===== src/rtl/sdram_seq_pkg.sv =====
`timescale 1ns/1ps
package sdram_seq_pkg;

  typedef enum logic [3:0] {
    ST_TRP     = 4'b0000,
    ST_IDLE    = 4'b0001,
    ST_RASDLY  = 4'b0010,
    ST_SETRAS  = 4'b0011,
    ST_WRITE   = 4'b0100,
    ST_CL2     = 4'b0101,
    ST_SETCAS  = 4'b0110,
    ST_CL1     = 4'b0111,
    ST_TRAS1   = 4'b1000,
    ST_TRAS2   = 4'b1001,
    ST_PWRUP   = 4'b1010,
    ST_MODE    = 4'b1011,
    ST_READ    = 4'b1100,
    ST_AREF    = 4'b1101,
    ST_PRE     = 4'b1110,
    ST_AREFDLY = 4'b1111
  } seqState_e;

  // Strobes from the control FSM to the datapath
  typedef struct packed {
    logic accept;
    logic acceptMode;
    logic doActive;
    logic doRead;
    logic doWrite;
    logic doPre;
    logic doRefresh;
    logic doLoadMode;
    logic maskOn;
    logic driveData;
    logic capture;
    logic done;
  } seqStrobe_t;

  // {csN, rasN, casN, weN}
  localparam logic [3:0] CMD_NOP   = 4'b0111;
  localparam logic [3:0] CMD_ACT   = 4'b0011;
  localparam logic [3:0] CMD_READ  = 4'b0101;
  localparam logic [3:0] CMD_WRITE = 4'b0100;
  localparam logic [3:0] CMD_PRE   = 4'b0010;
  localparam logic [3:0] CMD_REF   = 4'b0001;
  localparam logic [3:0] CMD_LMR   = 4'b0000;

endpackage


===== src/rtl/sdram_ref_timer.sv =====
`timescale 1ns/1ps
module sdram_ref_timer #(
  parameter int REF_INTERVAL = 750
) (
  input  logic clk,
  input  logic rstN,
  input  logic enable,
  input  logic takeRefresh,
  output logic refPending
);
  localparam int CNT_W = (REF_INTERVAL > 2) ? $clog2(REF_INTERVAL) : 1;
  localparam logic [CNT_W-1:0] RELOAD = CNT_W'(REF_INTERVAL - 1);

  logic [CNT_W-1:0] cntQ;
  logic             pendQ;

  always_ff @(posedge clk or negedge rstN) begin
    if (!rstN) begin
      cntQ  <= RELOAD;
      pendQ <= 1'b0;
    end else begin
      if (takeRefresh) pendQ <= 1'b0;
      if (enable) begin
        if (cntQ == '0) begin
          cntQ  <= RELOAD;
          pendQ <= 1'b1;
        end else begin
          cntQ <= cntQ - 1'b1;
        end
      end
    end
  end

  assign refPending = pendQ;

  // a refresh is only taken while one is pending
  AST_TAKE_NEEDS_PEND: assert property (@(posedge clk) disable iff (!rstN)
    takeRefresh |-> refPending);

endmodule


===== src/rtl/sdram_seq_ctrl.sv =====
`timescale 1ns/1ps
module sdram_seq_ctrl
  import sdram_seq_pkg::*;
#(
  parameter int PWR_REFS = 3,
  parameter int REF_DLY  = 1
) (
  input  logic       clk,
  input  logic       rstN,
  input  logic       reqValid,
  input  logic       reqWrite,
  input  logic       reqModeSet,
  input  logic       refPending,
  output logic       takeRefresh,
  output logic       initDone,
  output seqStrobe_t strb
);
  localparam int RC_W  = $clog2(PWR_REFS + 2);
  localparam int DLY_W = $clog2(REF_DLY + 1) > 0 ? $clog2(REF_DLY + 1) : 1;

  seqState_e        stateQ, stateD;
  logic [RC_W-1:0]  refsQ;
  logic [DLY_W-1:0] dlyQ;
  logic             wrQ;
  logic             initQ;

  wire idleFree = (stateQ == ST_IDLE) && !refPending && reqValid;

  always_comb begin
    stateD = stateQ;
    unique case (stateQ)
      ST_PWRUP:   stateD = (refsQ < RC_W'(PWR_REFS)) ? ST_AREF : ST_MODE;
      ST_AREF:    stateD = ST_AREFDLY;
      ST_AREFDLY: if (dlyQ == DLY_W'(REF_DLY - 1))
                    stateD = initQ ? ST_IDLE : ST_PWRUP;
      ST_MODE:    stateD = ST_IDLE;
      ST_IDLE: begin
        if (refPending)               stateD = ST_AREF;
        else if (reqValid && reqModeSet) stateD = ST_MODE;
        else if (reqValid)            stateD = ST_SETRAS;
      end
      ST_SETRAS:  stateD = ST_RASDLY;
      ST_RASDLY:  stateD = ST_SETCAS;
      ST_SETCAS:  stateD = wrQ ? ST_WRITE : ST_CL1;
      ST_CL1:     stateD = ST_CL2;
      ST_CL2:     stateD = ST_READ;
      ST_READ:    stateD = ST_TRAS1;
      ST_WRITE:   stateD = ST_TRAS1;
      ST_TRAS1:   stateD = ST_TRAS2;
      ST_TRAS2:   stateD = ST_PRE;
      ST_PRE:     stateD = ST_TRP;
      ST_TRP:     stateD = ST_IDLE;
      default:    stateD = ST_IDLE;
    endcase
  end

  always_ff @(posedge clk or negedge rstN) begin
    if (!rstN) begin
      stateQ <= ST_PWRUP;
      refsQ  <= '0;
      dlyQ   <= '0;
      wrQ    <= 1'b0;
      initQ  <= 1'b0;
    end else begin
      stateQ <= stateD;
      if (stateQ == ST_AREF) begin
        dlyQ <= '0;
        if (!initQ) refsQ <= refsQ + 1'b1;
      end else if (stateQ == ST_AREFDLY) begin
        dlyQ <= dlyQ + 1'b1;
      end
      if (idleFree && !reqModeSet) wrQ <= reqWrite;
      if (stateQ == ST_MODE) initQ <= 1'b1;
    end
  end

  always_comb begin
    strb            = '0;
    strb.accept     = idleFree && !reqModeSet;
    strb.acceptMode = idleFree && reqModeSet;
    strb.doActive   = (stateQ == ST_SETRAS);
    strb.doRead     = (stateQ == ST_SETCAS) && !wrQ;
    strb.doWrite    = (stateQ == ST_SETCAS) && wrQ;
    strb.doPre      = (stateQ == ST_PRE);
    strb.doRefresh  = (stateQ == ST_AREF);
    strb.doLoadMode = (stateQ == ST_MODE);
    strb.maskOn     = (stateQ == ST_SETCAS) || (stateQ == ST_CL1) || (stateQ == ST_CL2);
    strb.driveData  = (stateQ == ST_SETCAS) && wrQ;
    strb.capture    = (stateQ == ST_READ);
    strb.done       = (stateQ == ST_TRP) || ((stateQ == ST_MODE) && initQ);
  end

  assign takeRefresh = (stateQ == ST_IDLE) && refPending;
  assign initDone    = initQ;

  AST_REF_WINS: assert property (@(posedge clk) disable iff (!rstN)
    (stateQ == ST_IDLE && refPending) |=> (stateQ == ST_AREF));

  AST_PRE_AFTER_DATA: assert property (@(posedge clk) disable iff (!rstN)
    (stateQ == ST_PRE) |-> ($past(stateQ, 3) == ST_READ || $past(stateQ, 3) == ST_WRITE));

  AST_DONE_SINGLE: assert property (@(posedge clk) disable iff (!rstN)
    strb.done |=> !strb.done);

  AST_NO_ACCESS_PREINIT: assert property (@(posedge clk) disable iff (!rstN)
    !initDone |-> (stateQ != ST_SETRAS && stateQ != ST_IDLE));

  AST_ONE_COMMAND: assert property (@(posedge clk) disable iff (!rstN)
    $onehot0({strb.doActive, strb.doRead, strb.doWrite, strb.doPre,
              strb.doRefresh, strb.doLoadMode}));

endmodule


===== src/rtl/sdram_seq_data.sv =====
`timescale 1ns/1ps
module sdram_seq_data
  import sdram_seq_pkg::*;
#(
  parameter int BANK_W = 2,
  parameter int ADDR_W = 11,
  parameter int COL_W  = 8,
  parameter int DATA_W = 32,
  parameter logic [ADDR_W-1:0] MODE_DEFAULT = 11'h020
) (
  input  logic                  clk,
  input  logic                  rstN,
  input  seqStrobe_t            strb,
  input  logic [BANK_W-1:0]     reqBank,
  input  logic [ADDR_W-1:0]     reqRow,
  input  logic [COL_W-1:0]      reqCol,
  input  logic [DATA_W/8-1:0]   reqMask,
  input  logic [DATA_W-1:0]     reqWdata,
  output logic [3:0]            cmdVec,
  output logic [BANK_W-1:0]     sdBa,
  output logic [ADDR_W-1:0]     sdAddr,
  output logic [DATA_W/8-1:0]   sdDqm,
  output logic [DATA_W-1:0]     sdWdata,
  output logic                  sdDqOe,
  input  logic [DATA_W-1:0]     sdRdata,
  output logic [DATA_W-1:0]     rdData
);
  localparam int LANES  = DATA_W / 8;
  localparam int AP_BIT = 10;

  logic [BANK_W-1:0] bankQ;
  logic [ADDR_W-1:0] rowQ;
  logic [COL_W-1:0]  colQ;
  logic [LANES-1:0]  maskQ;
  logic [DATA_W-1:0] wdataQ;
  logic [ADDR_W-1:0] modeQ;
  logic [DATA_W-1:0] rdQ;

  always_ff @(posedge clk or negedge rstN) begin
    if (!rstN) begin
      bankQ  <= '0;
      rowQ   <= '0;
      colQ   <= '0;
      maskQ  <= '0;
      wdataQ <= '0;
      modeQ  <= MODE_DEFAULT;
      rdQ    <= '0;
    end else begin
      if (strb.accept) begin
        bankQ  <= reqBank;
        rowQ   <= reqRow;
        colQ   <= reqCol;
        maskQ  <= reqMask;
        wdataQ <= reqWdata;
      end
      if (strb.acceptMode) modeQ <= reqWdata[ADDR_W-1:0];
      if (strb.capture)    rdQ   <= sdRdata;
    end
  end

  always_comb begin
    if (strb.doActive)        cmdVec = CMD_ACT;
    else if (strb.doRead)     cmdVec = CMD_READ;
    else if (strb.doWrite)    cmdVec = CMD_WRITE;
    else if (strb.doPre)      cmdVec = CMD_PRE;
    else if (strb.doRefresh)  cmdVec = CMD_REF;
    else if (strb.doLoadMode) cmdVec = CMD_LMR;
    else                      cmdVec = CMD_NOP;
  end

  always_comb begin
    sdAddr = '0;
    sdBa   = '0;
    if (strb.doActive) begin
      sdAddr = rowQ;
      sdBa   = bankQ;
    end else if (strb.doRead || strb.doWrite) begin
      sdAddr = ADDR_W'(colQ);
      sdBa   = bankQ;
    end else if (strb.doPre) begin
      sdAddr[AP_BIT] = 1'b1;
    end else if (strb.doLoadMode) begin
      sdAddr = modeQ;
    end
  end

  for (genvar g = 0; g < LANES; g++) begin : g_lane
    assign sdDqm[g] = strb.maskOn ? maskQ[g] : 1'b1;
  end

  assign sdWdata = wdataQ;
  assign sdDqOe  = strb.driveData;
  assign rdData  = rdQ;

  AST_CAS_AFTER_ACT: assert property (@(posedge clk) disable iff (!rstN)
    (cmdVec == CMD_READ || cmdVec == CMD_WRITE) |-> ($past(cmdVec, 2) == CMD_ACT));

  AST_DQ_ONLY_ON_WRITE: assert property (@(posedge clk) disable iff (!rstN)
    sdDqOe |-> (cmdVec == CMD_WRITE));

  AST_CAPTURE_LATENCY: assert property (@(posedge clk) disable iff (!rstN)
    strb.capture |-> ($past(cmdVec, 3) == CMD_READ));

  AST_ACT_AFTER_NOP: assert property (@(posedge clk) disable iff (!rstN)
    (cmdVec == CMD_ACT) |=> (cmdVec == CMD_NOP));

endmodule


===== src/rtl/sdram_seq_top.sv =====
`timescale 1ns/1ps
module sdram_seq_top
  import sdram_seq_pkg::*;
#(
  parameter int BANK_W       = 2,
  parameter int ADDR_W       = 11,
  parameter int COL_W        = 8,
  parameter int DATA_W       = 32,
  parameter int PWR_REFS     = 3,
  parameter int REF_DLY      = 1,
  parameter int REF_INTERVAL = 750,
  parameter logic [2:0] CAS_LAT_CODE   = 3'b010,
  parameter logic       BURST_TYPE     = 1'b0,
  parameter logic [2:0] BURST_LEN_CODE = 3'b000
) (
  input  logic                clk,
  input  logic                rstN,
  input  logic                reqValid,
  input  logic                reqWrite,
  input  logic                reqModeSet,
  input  logic [BANK_W-1:0]   reqBank,
  input  logic [ADDR_W-1:0]   reqRow,
  input  logic [COL_W-1:0]    reqCol,
  input  logic [DATA_W/8-1:0] reqMask,
  input  logic [DATA_W-1:0]   reqWdata,
  output logic                reqDone,
  output logic [DATA_W-1:0]   rdData,
  output logic                initDone,
  output logic                sdCsN,
  output logic                sdRasN,
  output logic                sdCasN,
  output logic                sdWeN,
  output logic [BANK_W-1:0]   sdBa,
  output logic [ADDR_W-1:0]   sdAddr,
  output logic [DATA_W/8-1:0] sdDqm,
  output logic [DATA_W-1:0]   sdWdata,
  output logic                sdDqOe,
  input  logic [DATA_W-1:0]   sdRdata
);
  localparam logic [ADDR_W-1:0] MODE_DEFAULT =
    ADDR_W'({CAS_LAT_CODE, BURST_TYPE, BURST_LEN_CODE});

  seqStrobe_t strb;
  logic       refPending;
  logic       takeRefresh;
  logic [3:0] cmdVec;

  sdram_ref_timer #(.REF_INTERVAL(REF_INTERVAL)) timer_i (
    .clk(clk), .rstN(rstN), .enable(initDone),
    .takeRefresh(takeRefresh), .refPending(refPending)
  );

  sdram_seq_ctrl #(.PWR_REFS(PWR_REFS), .REF_DLY(REF_DLY)) ctrl_i (
    .clk(clk), .rstN(rstN), .reqValid(reqValid), .reqWrite(reqWrite),
    .reqModeSet(reqModeSet), .refPending(refPending),
    .takeRefresh(takeRefresh), .initDone(initDone), .strb(strb)
  );

  sdram_seq_data #(
    .BANK_W(BANK_W), .ADDR_W(ADDR_W), .COL_W(COL_W), .DATA_W(DATA_W),
    .MODE_DEFAULT(MODE_DEFAULT)
  ) data_i (
    .clk(clk), .rstN(rstN), .strb(strb),
    .reqBank(reqBank), .reqRow(reqRow), .reqCol(reqCol),
    .reqMask(reqMask), .reqWdata(reqWdata),
    .cmdVec(cmdVec), .sdBa(sdBa), .sdAddr(sdAddr), .sdDqm(sdDqm),
    .sdWdata(sdWdata), .sdDqOe(sdDqOe), .sdRdata(sdRdata), .rdData(rdData)
  );

  assign {sdCsN, sdRasN, sdCasN, sdWeN} = cmdVec;
  assign reqDone = strb.done;

endmodule


===== config.mk =====
export PLATFORM = sky130hd
export DESIGN_NAME = sdram_seq_top
export DESIGN_NICKNAME = d
export VERILOG_FILES = /design/src/rtl/sdram_seq_pkg.sv /design/src/rtl/sdram_ref_timer.sv /design/src/rtl/sdram_seq_ctrl.sv /design/src/rtl/sdram_seq_data.sv /design/src/rtl/sdram_seq_top.sv
export SDC_FILE = /design/constraint.sdc
export NUM_CORES = 1
export LEC_CHECK = 0
export ABC_AREA = 1
export BUFFER_PORTS_ARGS = -buffer_cell sky130_fd_sc_hd__buf_2
export CAP_MARGIN = 10
export CORE_ASPECT_RATIO = 0.9
export CORE_MARGIN = 2
export CORE_UTILIZATION = 46
export DETAILED_ROUTE_END_ITERATION = 10
export PLACE_DENSITY = 0.83
export SYNTH_ARGS = -nofsm -noshare
export SYNTH_HDL_FRONTEND = slang
export SYNTH_SLANG_ARGS = --single-unit
export TNS_END_PERCENT = 30

===== constraint.sdc =====
create_clock -name clk -period 1.6 [get_ports clk]
set_clock_uncertainty 0.15 [all_clocks]
set_input_delay 0.24 -clock clk [delete_from_list [all_inputs] [get_ports clk]]
set_output_delay 0.24 -clock clk [all_outputs]
set_load 0.005 [all_outputs]

-- Word-level counts from Yosys, hierarchy flattened
Cells that the tools add are included.
- register bits after elaboration: 121
- bits of input ports: 94
- logic and storage cells: 90
- add/sub/neg operators: 3
- magnitude comparators: 1
- equality and inequality tests: 17
- muxes and demuxes: 31
- bitwise logic cells: 1
- reduce and logical (&&, ||, !) cells: 23
- operator list (operator ; number):
    $pmux 4 s14 ; 1
    $mux 4 ; 10
    $mux 11 ; 3
    $eq 4x4->1 const B ; 8
    $mux 10 ; 2
    $eq 4x3->1 const B ; 4
    $logic_not 10->1 ; 1
    $mux 1 ; 10
    $sub 10x1->10 const B ; 1
    $logic_and 1x1->1 ; 9
    $eq 4x2->1 const B ; 2
    $mux 2 ; 3
    $mux 3 ; 2
    $eq 4x1->1 const B ; 1
    $logic_not 4->1 ; 1
    $logic_or 1x1->1 ; 4
    $ne 4x4->1 const B ; 1
    $reduce_and 2->1 ; 2
    $reduce_or 2->1 ; 2
    $add 3x1->3 const B ; 1
    $logic_not 1->1 ; 3
    $lt 3x2->1 const B ; 1
    $ne 2x2->1 const B ; 1
    $reduce_bool 2->1 ; 1
    other kinds (2) ; 2

-- Longest topological paths before layout
Gate-level depths: netlist of the first run.
- depth in word-level cells: 7
- mapped depth: 8
- gate-level depth less buffers: 8

-- Modules after synthesis
From an unflattened synthesis of the first run, not the netlist that was laid out.
- cells, all modules: 522
- area, all modules: 5590.4 um2
- by module, submodules not included (module ; times used ; cells an instance ; area each (um2) ; sequential area each (um2)):
    sdram_seq_data ; 1 ; 340 ; 4306.6 ; 2503.7
    sdram_seq_ctrl ; 1 ; 111 ; 710.7 ; 252.7
    sdram_ref_timer ; 1 ; 71 ; 573.0 ; 284.0

-- Worst setup path after synthesis of the first run
Ideal clock, no wire load.
- path kind: register to output
- start point: reg ctrl_i.stateQ[3]
- end point: out sdAddr[10]
- data arrival time: 1.266 ns
- required time: 1.210 ns
- setup slack: -0.056 ns
- stages on the path, launching flop included: 8
- cells stage by stage: dfstp_2 inv_1 nor2_1 nand2_1 inv_1 buf_2 nand2_1 nand3b_1
- cells in the longest elaborated chain, start to end: 5
- elaborated cells on any way between the ends: 11
- those cells by class: 4 x eq/ne; 4 x mux; 3 x reduce/logical
- ends and longest elaborated chain (item ; RTL line ; text):
    from (decl) ; sdram_seq_ctrl.sv:21 ; seqState_e stateQ, stateD;
    from (signal assigned) ; sdram_seq_ctrl.sv:65 ; stateQ <= stateD;
    $eq 4x4->1 or $eq 4x3->1 (tied branches) ; sdram_seq_ctrl.sv:86, sdram_seq_ctrl.sv:82, sdram_seq_ctrl.sv:83 ;
    $mux 11, or another cell as far along ; sdram_seq_data.sv:82 ; end else if (strb.doLoadMode) begin
    $mux 1 or $logic_or 1x1->1 (tied branches) ; sdram_seq_data.sv:80, sdram_seq_data.sv:77 ;
    $mux 11 ; sdram_seq_data.sv:77 ; end else if (strb.doRead || strb.doWrite) begin
    $mux 11 (*) ; sdram_seq_data.sv:74 ; if (strb.doActive) begin
    to (decl) ; sdram_seq_top.sv:34 ; output logic [ADDR_W-1:0] sdAddr,
Mark *: on every way between the ends. The rest lies on a longest branch, timed or not.

-- Worst setup path after layout of the first run
- start point: reg ctrl_i.stateQ[1]
- end point: out sdAddr[5]
- cells in the longest elaborated chain, start to end: 5
- elaborated cells on any way between the ends: 11
- those cells by class: 4 x eq/ne; 4 x mux; 3 x reduce/logical
- ends and longest elaborated chain (item ; RTL line):
    $eq 4x4->1 or $eq 4x3->1 (tied branches) ; sdram_seq_ctrl.sv:86, sdram_seq_ctrl.sv:82, sdram_seq_ctrl.sv:83
    $mux 11, or another cell as far along ; sdram_seq_data.sv:82
    $mux 10 or $logic_or 1x1->1 (tied branches) ; sdram_seq_data.sv:80, sdram_seq_data.sv:77
    $mux 11 ; sdram_seq_data.sv:77
    $mux 11 (*) ; sdram_seq_data.sv:74
Marked as above.

==> results of run 1 <==
==> cells in the mapped netlist <==
| master | number |
|---|---|
| nor2_1 | 24 |
| nand3_1 | 50 |
| dfrtp_1 | 111 |
| nor3_2 | 1 |
| a31oi_1 | 1 |
| inv_2 | 3 |
| or2_2 | 4 |
| nand2_2 | 2 |
| o21ai_1 | 23 |
| conb_1 | 1 |
| buf_6 | 8 |
| xnor2_1 | 1 |
| mux2_2 | 2 |
| o31ai_1 | 2 |
| o21ai_0 | 9 |
| nor2_2 | 4 |
| mux2_1 | 1 |
| buf_4 | 2 |
| mux2_4 | 30 |
| dfstp_2 | 10 |
| inv_1 | 35 |
| nand3b_1 | 1 |
| nand2_1 | 184 |
| ha_1 | 2 |
| a22o_1 | 2 |
| clkbuf_1 | 1 |
| xor2_1 | 2 |
| nor2_4 | 1 |
| nor3_1 | 5 |
| o22ai_1 | 1 |
| nand4_1 | 2 |
| buf_2 | 15 |
| nand3_2 | 12 |
| a21oi_1 | 9 |
| a21boi_0 | 2 |
==> how the worst max path moves through the flow <==
stage,end,start,slack [ns],cells past startpoint
3_3_place_gp,sdWeN,ctrl_i.stateQ[3],-0.13,7
6_report,sdAddr[5],ctrl_i.stateQ[1],-0.55,8
2_1_floorplan,sdAddr[10],ctrl_i.stateQ[1],0.03,7
4_1_cts,sdAddr[8],ctrl_i.stateQ[3],-0.47,7
3_5_place_dp,sdWeN,ctrl_i.stateQ[3],-0.24,7
5_1_grt,sdAddr[4],ctrl_i.stateQ[1],-0.61,8
==> per-layer routing <==
layer  vias up  track usage [%]  wire length (um)
met2       346             55.3             10200
li1       2486                -                 -
met1      2764             35.2              7540
met5         -                0                 0
met4         0             16.8               985
met3        86             7.42              1440
==> worst max-delay path, stage by stage (launching register included) <==
cell     delay [ns]
dfstp_2        0.62
nand2_2        0.10
inv_4          0.09
nand2_4        0.08
inv_6          0.09
buf_8          0.14
nand2_1        0.07
nand3_2        0.07
buf_2          0.11
==> layout make-up <==
cell class                 instances  share of cell area (%)
tap                              156                    2.16
sequential                       121                    33.6
inverter                          38                    1.77
clock inverter                    14                    1.65
clock buffer                      18                    4.85
timing repair buffer             340                    29.7
multi-input combinational        378                    26.2
==> kinds of logic after synthesis <==
kind of cell,after synthesis,synth area share (%)
AOI/OAI and AO/OA,49,4.87
DFF,121,55.8
other,1,0.0688
muxes,33,8.88
xor gates and xnor gates,3,0.482
buffers and inverters,64,5.99
adders and majority gates,2,0.459
and+or+nand+nor,290,23.5
==> per-stage QoR <==
stage	TNS [ns]	util, %	hold WS, ns	cells	power [W]
floorplan	0	-	-0.206	563	0.00761
global placement	-2.99	59.2	-0.0457	918	0.00947
detailed placement	-5.13	59.2	-0.0475	918	0.00964
CTS	-19.72	77.0	0.0846	1060	0.0142
global route	-45.37	78.8	0.102	1065	0.0158
finish	-39.77	78.8	0.0890	1065	0.0150
==> what timing repair did <==
item                                   4_1_cts  5_1_grt
setup endpoints to repair                  125      136
pin swaps                                   11       11
hold buffers                                91        0
resized for setup                           70       43
endpoints found under the hold margin      219        0
buffers inserted                            14        5
gates cloned                                 7        0
==> state kept, by name, summed over array words and instances (netlist names) <==
signal,flops
data_i.sdWdata,32
data_i.rdData,32
ctrl_i.initDone,1
data_i.rowQ,11
ctrl_i.stateQ,4
data_i.colQ,8
data_i.maskQ,4
timer_i.refPending,1
data_i.bankQ,2
ctrl_i.dlyQ,1
ctrl_i.wrQ,1
timer_i.cntQ,10
ctrl_i.refsQ,3
data_i.modeQ,11
==> cells in the final DEF (no fill, tap or decap), drive strengths merged <==
master and instances:
a22o 2, mux2 33, o31ai 2, or2 4, buf 249, nor3 6, clkinv 6, nand4 2
clkinvlp 4, clkbuf 18, conb 1, nor2 29, a21oi 9, o21ai 32, nand2 186, dfrtp 111
xnor2 1, o22ai 1, dfstp 10, bufinv 2, ha 2, xor2 2, dlygate4sd3 91, a21boi 2
inv 40, nand3b 1, a31oi 1, nand3 62
==> power by group <==
part | switching (W) | internal, W
Combinational | 0.00293 | 0.00299
Clock | 0.00143 | 0.00234
Sequential | 0.000944 | 0.00439
Total | 0.00531 | 0.00972
==> metrics.md, run 1 <==
| Metric | Value |
|---|---|
| Crit share post-route | `135%` |
| Clock-pin slew on the worst setup and hold paths | `approximately 0.060 ns` |
| DP Area | `about 6800 um2` |
| Die height | `roughly 110 um` |
| Largest net degree at the start of global routing | `between 40 and 50` |
| Dpl ws | `-0.239 ns` |
| Root Driver | `clkbuf_16` |
| Flops & latches, synth | `121` |
| Failing checks | `negative setup slack` |
| Cells on worst reg2reg path | `12` |
| R2R Setup Slk | `-0.50 ns` |
| IO Port Bufs | `between 150 and 200` |
| Synth area leader | `dfrtp_1` |
| RD Place Congestion | `~0.97` |
| Die X | `119 um` |
| Starting density of the core | `between 40% and 50%` |
| Site Rows | `37` |
| Yosys warnings | `0` |
| Initial DRC count | `between 500 and 600` |
| CP Class | `reg2out` |
| Area Growth Syn to Fin | `66.0%` |
| Startpoint Class | `register` |
| Worst r2r src | `ctrl_i.stateQ[2]` |
| DRC viols | `0` |
| Crit Path Max Fanout | `6` |
| Post-layout instance area | `9050 um2` |
| Slew Limit Fails | `0` |
| Netlist cell types | `35` |
| Reg2reg end | `data_i.sdWdata[7]` |
| Seq/Total Area, Yosys | `a little under three fifths` |
| WP data arrival | `approximately 1.8 ns` |
| WL final | `roughly 20000 um` |
| Worst setup EP type | `output pin` |
| Bufs on Longest Clock Path | `2` |
| Vias in the first global route | `about 6000` |
| N_diodes | `0` |
| Yosys top cell area share | `~51%` |
| Gr ovfl total | `0` |
| Final Setup Violations | `between 100 and 150` |
| Tmin final | `between 2 and 2.5 ns` |
| Share of cells above drive strength 1 | `44.9%` |
| Clock latency on the worst-skew pair | `0.40 ns` |
| Worst vdd ir | `1.12 mV` |
| Final Hold Viols | `0` |
| Max-cap violations | `0` |
| NumNets Final | `around 1000` |
| Post-synthesis instance total | `roughly 560` |
| First-pass GRT wire length | `about 31000 um` |
| Via density | `5.34` |
| Largest cells by area after synthesis | `dfrtp_1, nand2_1, mux2_4, dfstp_2, nand3_1` |
| TritonCTS Sinks | `between 100 and 150` |
| Leakage power | `about 4.8 nW` |
| Post-Syn Area per Cell | `between 9 and 10 um2` |
| IO Count | `182` |
| Fill count | `~640` |
| DR WL/cell | `between 15 and 20 um` |
| Outcome | `finished, violations left` |
| Register area | `between 3000 and 4000 um2` |
| Core area | `around 11000 um2` |
| Dpl hpwl | `~10000 um` |
| Deepest level of the CTS H-tree | `4` |
| WP data required | `about 1.2 ns` |
| Die area | `between 10000 and 15000 um2` |
| Syn_nets | `about 660` |
| Global Route Usage Sum | `a little under a third` |
| DR vias | `approximately 5700` |
| Fin worst setup slack | `-0.552 ns` |
| Pre-antenna DRT Iters | `5` |
| Antenna-violating nets left | `0` |
| Synth Cell Area | `between 5000 and 6000 um2` |
| Fmax achieved | `about 0.46 GHz` |
| PwrDens | `~1700 nW/um2` |
| Area of the multi-input gates | `2370 um2` |
| Initial antenna violation count | `0` |
| Hold crit path type | `in2async` |
| CTS tree | `built` |
| Cts bufs inserted | `17` |
| RSZ-0062 raised after global routing | `yes` |
No activity file was read; power rests on OpenSTA's default activity.
==> inputs of run 2 (changes only) <==
--- a/config.mk
+++ b/config.mk
@@ -16,4 +16,4 @@
 export SYNTH_ARGS = -nofsm -noshare
 export SYNTH_HDL_FRONTEND = slang
 export SYNTH_SLANG_ARGS = --single-unit
-export TNS_END_PERCENT = 30
+export TNS_END_PERCENT = 20
==> run 2 against run 1 <==
Against the previous run:
- the run still ends with negative setup slack left
- die area unchanged
- worst setup slack got worse by 0.015 ns
- flip-flop and latch count unchanged
- sequential share of layout area increased by 0.44 points
- core utilization decreased by 1.0 points
- maximum frequency decreased by 0.71%
- global-route usage decreased by 1.5 points
- routed wire length decreased by 0.94%
- power about the same
- worst hold slack about the same
- critical path depth decreased by 2
==> metrics.md, run 2 (synthesis gave the netlist of run 1 again) <==
| Metric | Value |
|---|---|
| Via density | `5.37 (+0.69%)` |
| Fill count | `651 (+2.2%)` |
| Worst vdd ir | `0.937 mV (-16%)` |
| IO Count | `182 (unchanged)` |
| TritonCTS Sinks | `121 (unchanged)` |
| Root Driver | `clkbuf_16` |
| Crit Path Max Fanout | `7 (+1)` |
| Cts bufs inserted | `17 (unchanged)` |
| Sw Ratio | `35.6% (+0.29 points)` |
| Fmax achieved | `0.461 GHz (-0.71%)` |
| Bufs on Longest Clock Path | `2 (unchanged)` |
| N_diodes | `0 (unchanged)` |
| Pre-antenna DRT Iters | `5 (unchanged)` |
| Failing checks | `negative setup slack` |
| Max-cap violations | `0 (unchanged)` |
| NumNets Final | `983 (-0.91%)` |
| Clock network power share | `25.2% (about the same)` |
| Area Growth Syn to Fin | `63.9%` |
| Slew Limit Fails | `0 (unchanged)` |
| NetSw | `0.00535 W (+0.73%)` |
| CTS tree | `built` |
| Vias in the first global route | `5800 (-3.9%)` |
| Initial DRC count | `424 (-27%)` |
| Leakage power | `4.69 nW (-2.0%)` |
| Deepest level of the CTS H-tree | `4 (unchanged)` |
| DRC viols | `0 (unchanged)` |
| Hold crit path type | `in2async` |
| Crit share post-route | `135% (+0.97 points)` |
| Most used routing layer | `met2` |
| DR WL/cell | `18.9 um (about the same)` |
| First-pass GRT wire length | `29600 um (-4.1%)` |
| Initial antenna violation count | `0 (unchanged)` |
| DR vias | `5673 (-0.16%)` |
| Comb power frac | `39.1% (-0.3 points)` |
| Tmin final | `2.17 ns (+0.0155 ns)` |
| Antenna-violating nets left | `0 (unchanged)` |
| RSZ-0062 raised after global routing | `yes` |
| Core area | `11500 um2 (unchanged)` |
| Final Setup Violations | `128 (-0.78%)` |
| Startpoint Class | `register` |
| Fin worst setup slack | `-0.568 ns (-0.0155 ns)` |
| Largest net degree at the start of global routing | `46 (unchanged)` |
| Dpl hpwl | `9970 um (unchanged)` |
| Site Rows | `37 (unchanged)` |
| Clock-pin slew on the worst setup and hold paths | `0.06 ns (about the same)` |
| Starting density of the core | `47.5% (unchanged)` |
| Final Hold Viols | `0 (unchanged)` |
| M2 GR Usage | `53.1% (-2.2 points)` |
| CP Class | `reg2out` |
| Cell count after placement | `918 (unchanged)` |
| Seq pwr share | `35.7% (+0.2 points)` |
| Share of cells above drive strength 1 | `47.0% (+2.1 points)` |
| Outcome | `finished, violations left` |
| Gr ovfl total | `0 (unchanged)` |
| PwrDens | `1680 nW/um2 (+1.2%)` |
| Die height | `107 um (unchanged)` |
| Final core occ | `77.8% (-1.0 points)` |
| WL final | `19900 um (-0.94%)` |
| Dpl ws | `-0.239 ns (unchanged)` |
| Setup TNS | `-28.72 ns (+11.05 ns)` |
| Internal Power | `0.00966 W (-0.54%)` |
| Clock latency on the worst-skew pair | `0.40 ns (about the same)` |
| Die X | `119 um (unchanged)` |
| WP data arrival | `1.78 ns (+0.02 ns)` |
| Final Instance Count excl. Fillers | `1056 (-0.85%)` |
| Met1 Usage GRT | `34.1% (-1.1 points)` |
| IO Port Bufs | `180 (unchanged)` |
| RD Place Congestion | `0.968 (unchanged)` |
| Die area | `12700 um2 (unchanged)` |
| Pwr Total | `0.0150 W (about the same)` |
| Commonest non-fill, non-tap cell in the layout | `buf_2` |
| Global Route Usage Sum | `29.8% (-1.5 points)` |
| Worst setup EP type | `output pin` |
| Met3 GRT Util | `8.05% (+0.64 points)` |
| Commonest cells after routing, fill and taps aside | `buf_2, nand2_1, dfrtp_1` |
| WP data required | `1.21 ns (about the same)` |
==> run 2: layer usage <==
layer / wire, um / up-vias / part of all wire [%]
met5: 0 / - / 0
met4: 708 / 0 / 3.6
li1: - / 2471 / -
met2: 10300 / 393 / 51
met1: 7280 / 2735 / 36
met3: 1690 / 74 / 8.5
==> run 2: critical path, cell delays in order (launching register included) <==
cell and delay, ns:
dfstp_2 0.63, nand2_2 0.12, nor2_4 0.16, buf_6 0.16, nand2_1 0.10, nand3_2 0.10
buf_2 0.11
==> run 2: final timing paths <==
path | start | endpoint | slack, ns | cells past startpoint
max | ctrl_i.stateQ[1] | sdAddr[5] | -0.57 | 6
min | rstN | timer_i.cntQ[8] | 0.09 | 2
max reg2reg | ctrl_i.stateQ[3] | ctrl_i.stateQ[3] | -0.22 | 9
min reg2reg | timer_i.cntQ[0] | timer_i.cntQ[0] | 0.31 | 2
max in group asynchronous | rstN | data_i.modeQ[5] | 0.66 | 3
min in group clk | reqValid | data_i.modeQ[5] | 0.19 | 4
==> run 2: area by class of cell <==
class | count | area [um2] | area share (%)
Tap cell | 156 | 195 | 2.18
Inverter | 38 | 158 | 1.76
Clock buffer | 18 | 439 | 4.92
Sequential cell | 121 | 3040 | 34.1
Timing Repair Buffer | 331 | 2510 | 28.2
Clock inverter | 14 | 149 | 1.67
Multi-Input combinational cell | 378 | 2430 | 27.3
==> run 2: power groups by stage <==
| stage | Combinational (W) | Clock, W | Sequential (W) |
|---|---|---|---|
| after floorplan | 0.00250 | 0 | 0.00511 |
| final | 0.00587 | 0.00378 | 0.00536 |
| after CTS | 0.00509 | 0.00377 | 0.00515 |
| after global placement | 0.00438 | 0 | 0.00509 |
| after global routing | 0.00628 | 0.00399 | 0.00549 |
| after detailed placement | 0.00451 | 0 | 0.00512 |
==> run 2: through the flow <==
| step | hold slack (ns) | instance area [um2] |
|---|---|---|
| after floorplan | -0.206 | 5460 |
| after CTS | 0.0846 | 8600 |
| after global routing | 0.0978 | 8930 |
| after global placement | -0.0457 | 6800 |
| final | 0.0893 | 8930 |
| after detailed placement | -0.0475 | 6800 |
==> run 2: what timing repair did <==
action | in CTS | in global routing
cloned | 3 | 3
hold endpoints to repair | 219 | 0
setup buffers | 5 | 6
hold buffers | 91 | 0
pin swaps | 11 | 8
endpoints found under the setup margin | 125 | 135
gates resized for setup | 63 | 67
==> inputs of run 3 (changes only) <==
--- a/config.mk
+++ b/config.mk
@@ -10,9 +10,10 @@
 export CAP_MARGIN = 10
 export CORE_ASPECT_RATIO = 0.9
 export CORE_MARGIN = 2
-export CORE_UTILIZATION = 46
+export CORE_UTILIZATION = 54
 export DETAILED_ROUTE_END_ITERATION = 10
-export PLACE_DENSITY = 0.83
+export PLACE_DENSITY = 0.87
+export SETUP_SLACK_MARGIN = 0.05
 export SYNTH_ARGS = -nofsm -noshare
 export SYNTH_HDL_FRONTEND = slang
 export SYNTH_SLANG_ARGS = --single-unit
==> constraint.sdc (replaced) <==
create_clock -name clk -period 2.5 [get_ports clk]
set_clock_uncertainty 0.15 [all_clocks]
set_input_delay 0.375 -clock clk [delete_from_list [all_inputs] [get_ports clk]]
set_output_delay 0.375 -clock clk [all_outputs]
set_load 0.005 [all_outputs]
==> run 3 against run 2 <==
Against the previous run:
- the run now ends clean
- routed wire length is 11% lower
- final area fell by 10%
- global-route usage grew 3.0 points
- largest power group is now registers
- cell count shrank 7.5%
- count of clock-buffer cells in the layout is 2 higher
- critical path depth grew 2
- critical path type unchanged
==> metrics.md, run 3 (synthesis gave the netlist of run 1 again) <==
| Metric | Value |
|---|---|
| Tmin final | `roughly 2.4 ns` |
| Final Hold Viols | `0 (unchanged)` |
| Die X | `110 um (-7.4%)` |
| IO Port Bufs | `180 (unchanged)` |
| Clock-pin slew on the worst setup and hold paths | `0.06 ns (about the same)` |
| Cts bufs inserted | `17 (unchanged)` |
| Leakage power | `4.27 nW (-8.9%)` |
| WL final | `17800 um (-11%)` |
| Bufs on Longest Clock Path | `2 (unchanged)` |
| CP Class | `reg2out` |
| Initial antenna violation count | `1 (+1)` |
| R2R Setup Slk | `0.33 ns (+0.55 ns)` |
| Worst setup EP type | `output pin` |
| PwrDens | `1090 nW/um2 (-35%)` |
| Via density | `5.49 (+2.2%)` |
| NumNets Final | `935 (-4.9%)` |
| TritonCTS Sinks | `121 (unchanged)` |
| CTS tree | `built` |
| Antenna-violating nets left | `0 (unchanged)` |
| Post-layout instance area | `8010 um2 (-10%)` |
| Die area | `10900 um2 (-14%)` |
| CP delay by family, top | `flip-flops` |
| Crit path max-delay cell type | `dfstp_2` |
| Fmax achieved | `approximately 0.41 GHz` |
| Share of cells above drive strength 1 | `37.3% (-9.7 points)` |
| Site Rows | `34 (-8.1%)` |
| WP data arrival | `1.92 ns (+0.14 ns)` |
| DRC viols | `0 (unchanged)` |
| DP Area | `6440 um2 (-5.4%)` |
| First-pass GRT wire length | `27300 um (-7.9%)` |
| Reg2reg end | `data_i.modeQ[6]` |
| Worst vdd ir | `0.650 mV (-31%)` |
| Initial DRC count | `397 (-6.4%)` |
| Cells on worst reg2reg path | `7 (-2)` |
| Global Route Usage Sum | `32.8% (+3.0 points)` |
| DR WL/cell | `18.3 um (-3.3%)` |
| DR vias | `5365 (-5.4%)` |
| Die height | `99.3 um (-7.4%)` |
| Largest net degree at the start of global routing | `48 (+4.3%)` |
| Slew Limit Fails | `0 (unchanged)` |
| IO Count | `182 (unchanged)` |
| Commonest non-fill, non-tap cell in the layout | `buf_2` |
| Hold-critical path endpoint | `data_i.modeQ[7]` |
| WP data required | `1.98 ns (+0.77 ns)` |
| Final Setup Violations | `0 (-100%)` |
| RSZ-0062 raised after global routing | `yes` |
| Rel. slew slack | `between 60% and 70%` |
| Clock latency on the worst-skew pair | `0.50 ns (+0.10 ns)` |
| Pre-antenna DRT Iters | `5 (unchanged)` |
| Area Growth Syn to Fin | `46.9%` |
| Crit-path max cell delay | `0.57 ns (-0.06 ns)` |
| Dpl hpwl | `9730 um (-2.4%)` |
| Worst setup startpoint | `ctrl_i.stateQ[3]` |
| Max-cap violations | `0 (unchanged)` |
| Crit share post-route | `98.0%` |
| Slew @ Worst Pin | `between 0.5 and 0.6 ns` |
| Hold wc startpoint | `reqWdata[7]` |
| Gr ovfl total | `0 (unchanged)` |
| Outcome | `finished, final reports clean` |
| Root Driver | `clkbuf_8` |
| Vias in the first global route | `5586 (-3.7%)` |
| Hold crit path type | `in2reg` |
| Worst path cell trace | `inv_2, nor2_4, nand2_4, clkinvlp_4, buf_12, nand2_1, nand3_2, buf_2` |
| Worst r2r src | `ctrl_i.stateQ[1]` |
| Worst Hold Depth | `3` |
| Pwr Total | `0.00869 W (-42%)` |
| Starting density of the core | `56.0% (+8.5 points)` |
| Startpoint Class | `register` |
| Crit Path Max Fanout | `6 (-1)` |
| Commonest cells after routing, fill and taps aside | `buf_2, nand2_1, dfrtp_1` |
| RD Place Congestion | `0.995 (+2.8%)` |
| Buffers and inverters on the worst path | `4 (+2)` |
| Core area | `9740 um2 (-15%)` |
| WP depth | `8 (+2)` |
| Deepest level of the CTS H-tree | `4 (unchanged)` |
-- run 3: changes by cell type in the layout (fill, tap and decap cells not counted), moves of 7 or more --
cell,before,now
buf_4,36,12
nand3_1,39,48
o21ai_2,11,0
nand2_1,147,178
nand2_2,34,5
nand3_2,21,14
buf_6,16,1
-- run 3: repair_timing --
action                                  in CTS  in global routing
endpoints found under the hold margin      127                  0
setup buffers                                2                  3
resized for setup                           11                 19
cloned                                       1                  1
hold buffers                                86                  0
pin swaps                                    0                  5
endpoints found under the setup margin      18                 19
-- run 3: report_power, final --
part	internal, W	switching (W)
clock network	0.00137	0.000820
logic	0.00150	0.00163
registers	0.00281	0.000567
total	0.00568	0.00301
-- run 3: how the worst max path moves through the flow --
stage	endpoint	slack, ns
6_report	sdAddr[6]	0.05
3_5_place_dp	sdWeN	0.30
4_1_cts	sdAddr[1]	0.07
5_1_grt	sdAddr[6]	-0.02
3_3_place_gp	sdWeN	0.40
2_1_floorplan	sdAddr[10]	0.71
-- run 3: layout make-up --
| cell class | instances | area (um2) |
|---|---|---|
| Tap cell | 126 | 158 |
| Fill cell | 538 | 1730 |
| Antenna cell | 2 | 5.00 |
| Clock inverter | 9 | 76.3 |
| Inverter | 38 | 153 |
| Sequential cell | 121 | 3040 |
| Clock buffer | 20 | 455 |
| Timing Repair Buffer | 282 | 1940 |
| Timing Repair inverter | 1 | 7.51 |
| Multi-Input combinational cell | 378 | 2170 |
-- run 3: through the flow --
stage	std cells	setup WS (ns)	utilization [%]	hold WS (ns)	TNS (ns)
after CTS	971	0.0652	81.1	0.00573	0
after global routing	976	-0.0216	82.2	0.0170	-0.0259
after floorplan	563	0.709	-	-0.0706	0
after global placement	853	0.405	66.1	0.243	0
final	977	0.0501	82.2	0.0401	0
after detailed placement	853	0.303	66.1	0.255	0
-- run 3: worst register-to-register path, stage by stage (launching register included) --
cell,delay (ns)
dfstp_2,0.41
buf_4,0.16
nor2_4,0.15
nand3_2,0.10
inv_2,0.29
nand3_2,0.48
nand2_1,0.21
o21ai_1,0.09
-- run 3: per-layer routing --
metal  global-route usage [%]  wire length (um)
met3                     8.78              1700
met1                     38.3              6540
met5                        0                 0
met4                     15.6               618
met2                     55.9              8980
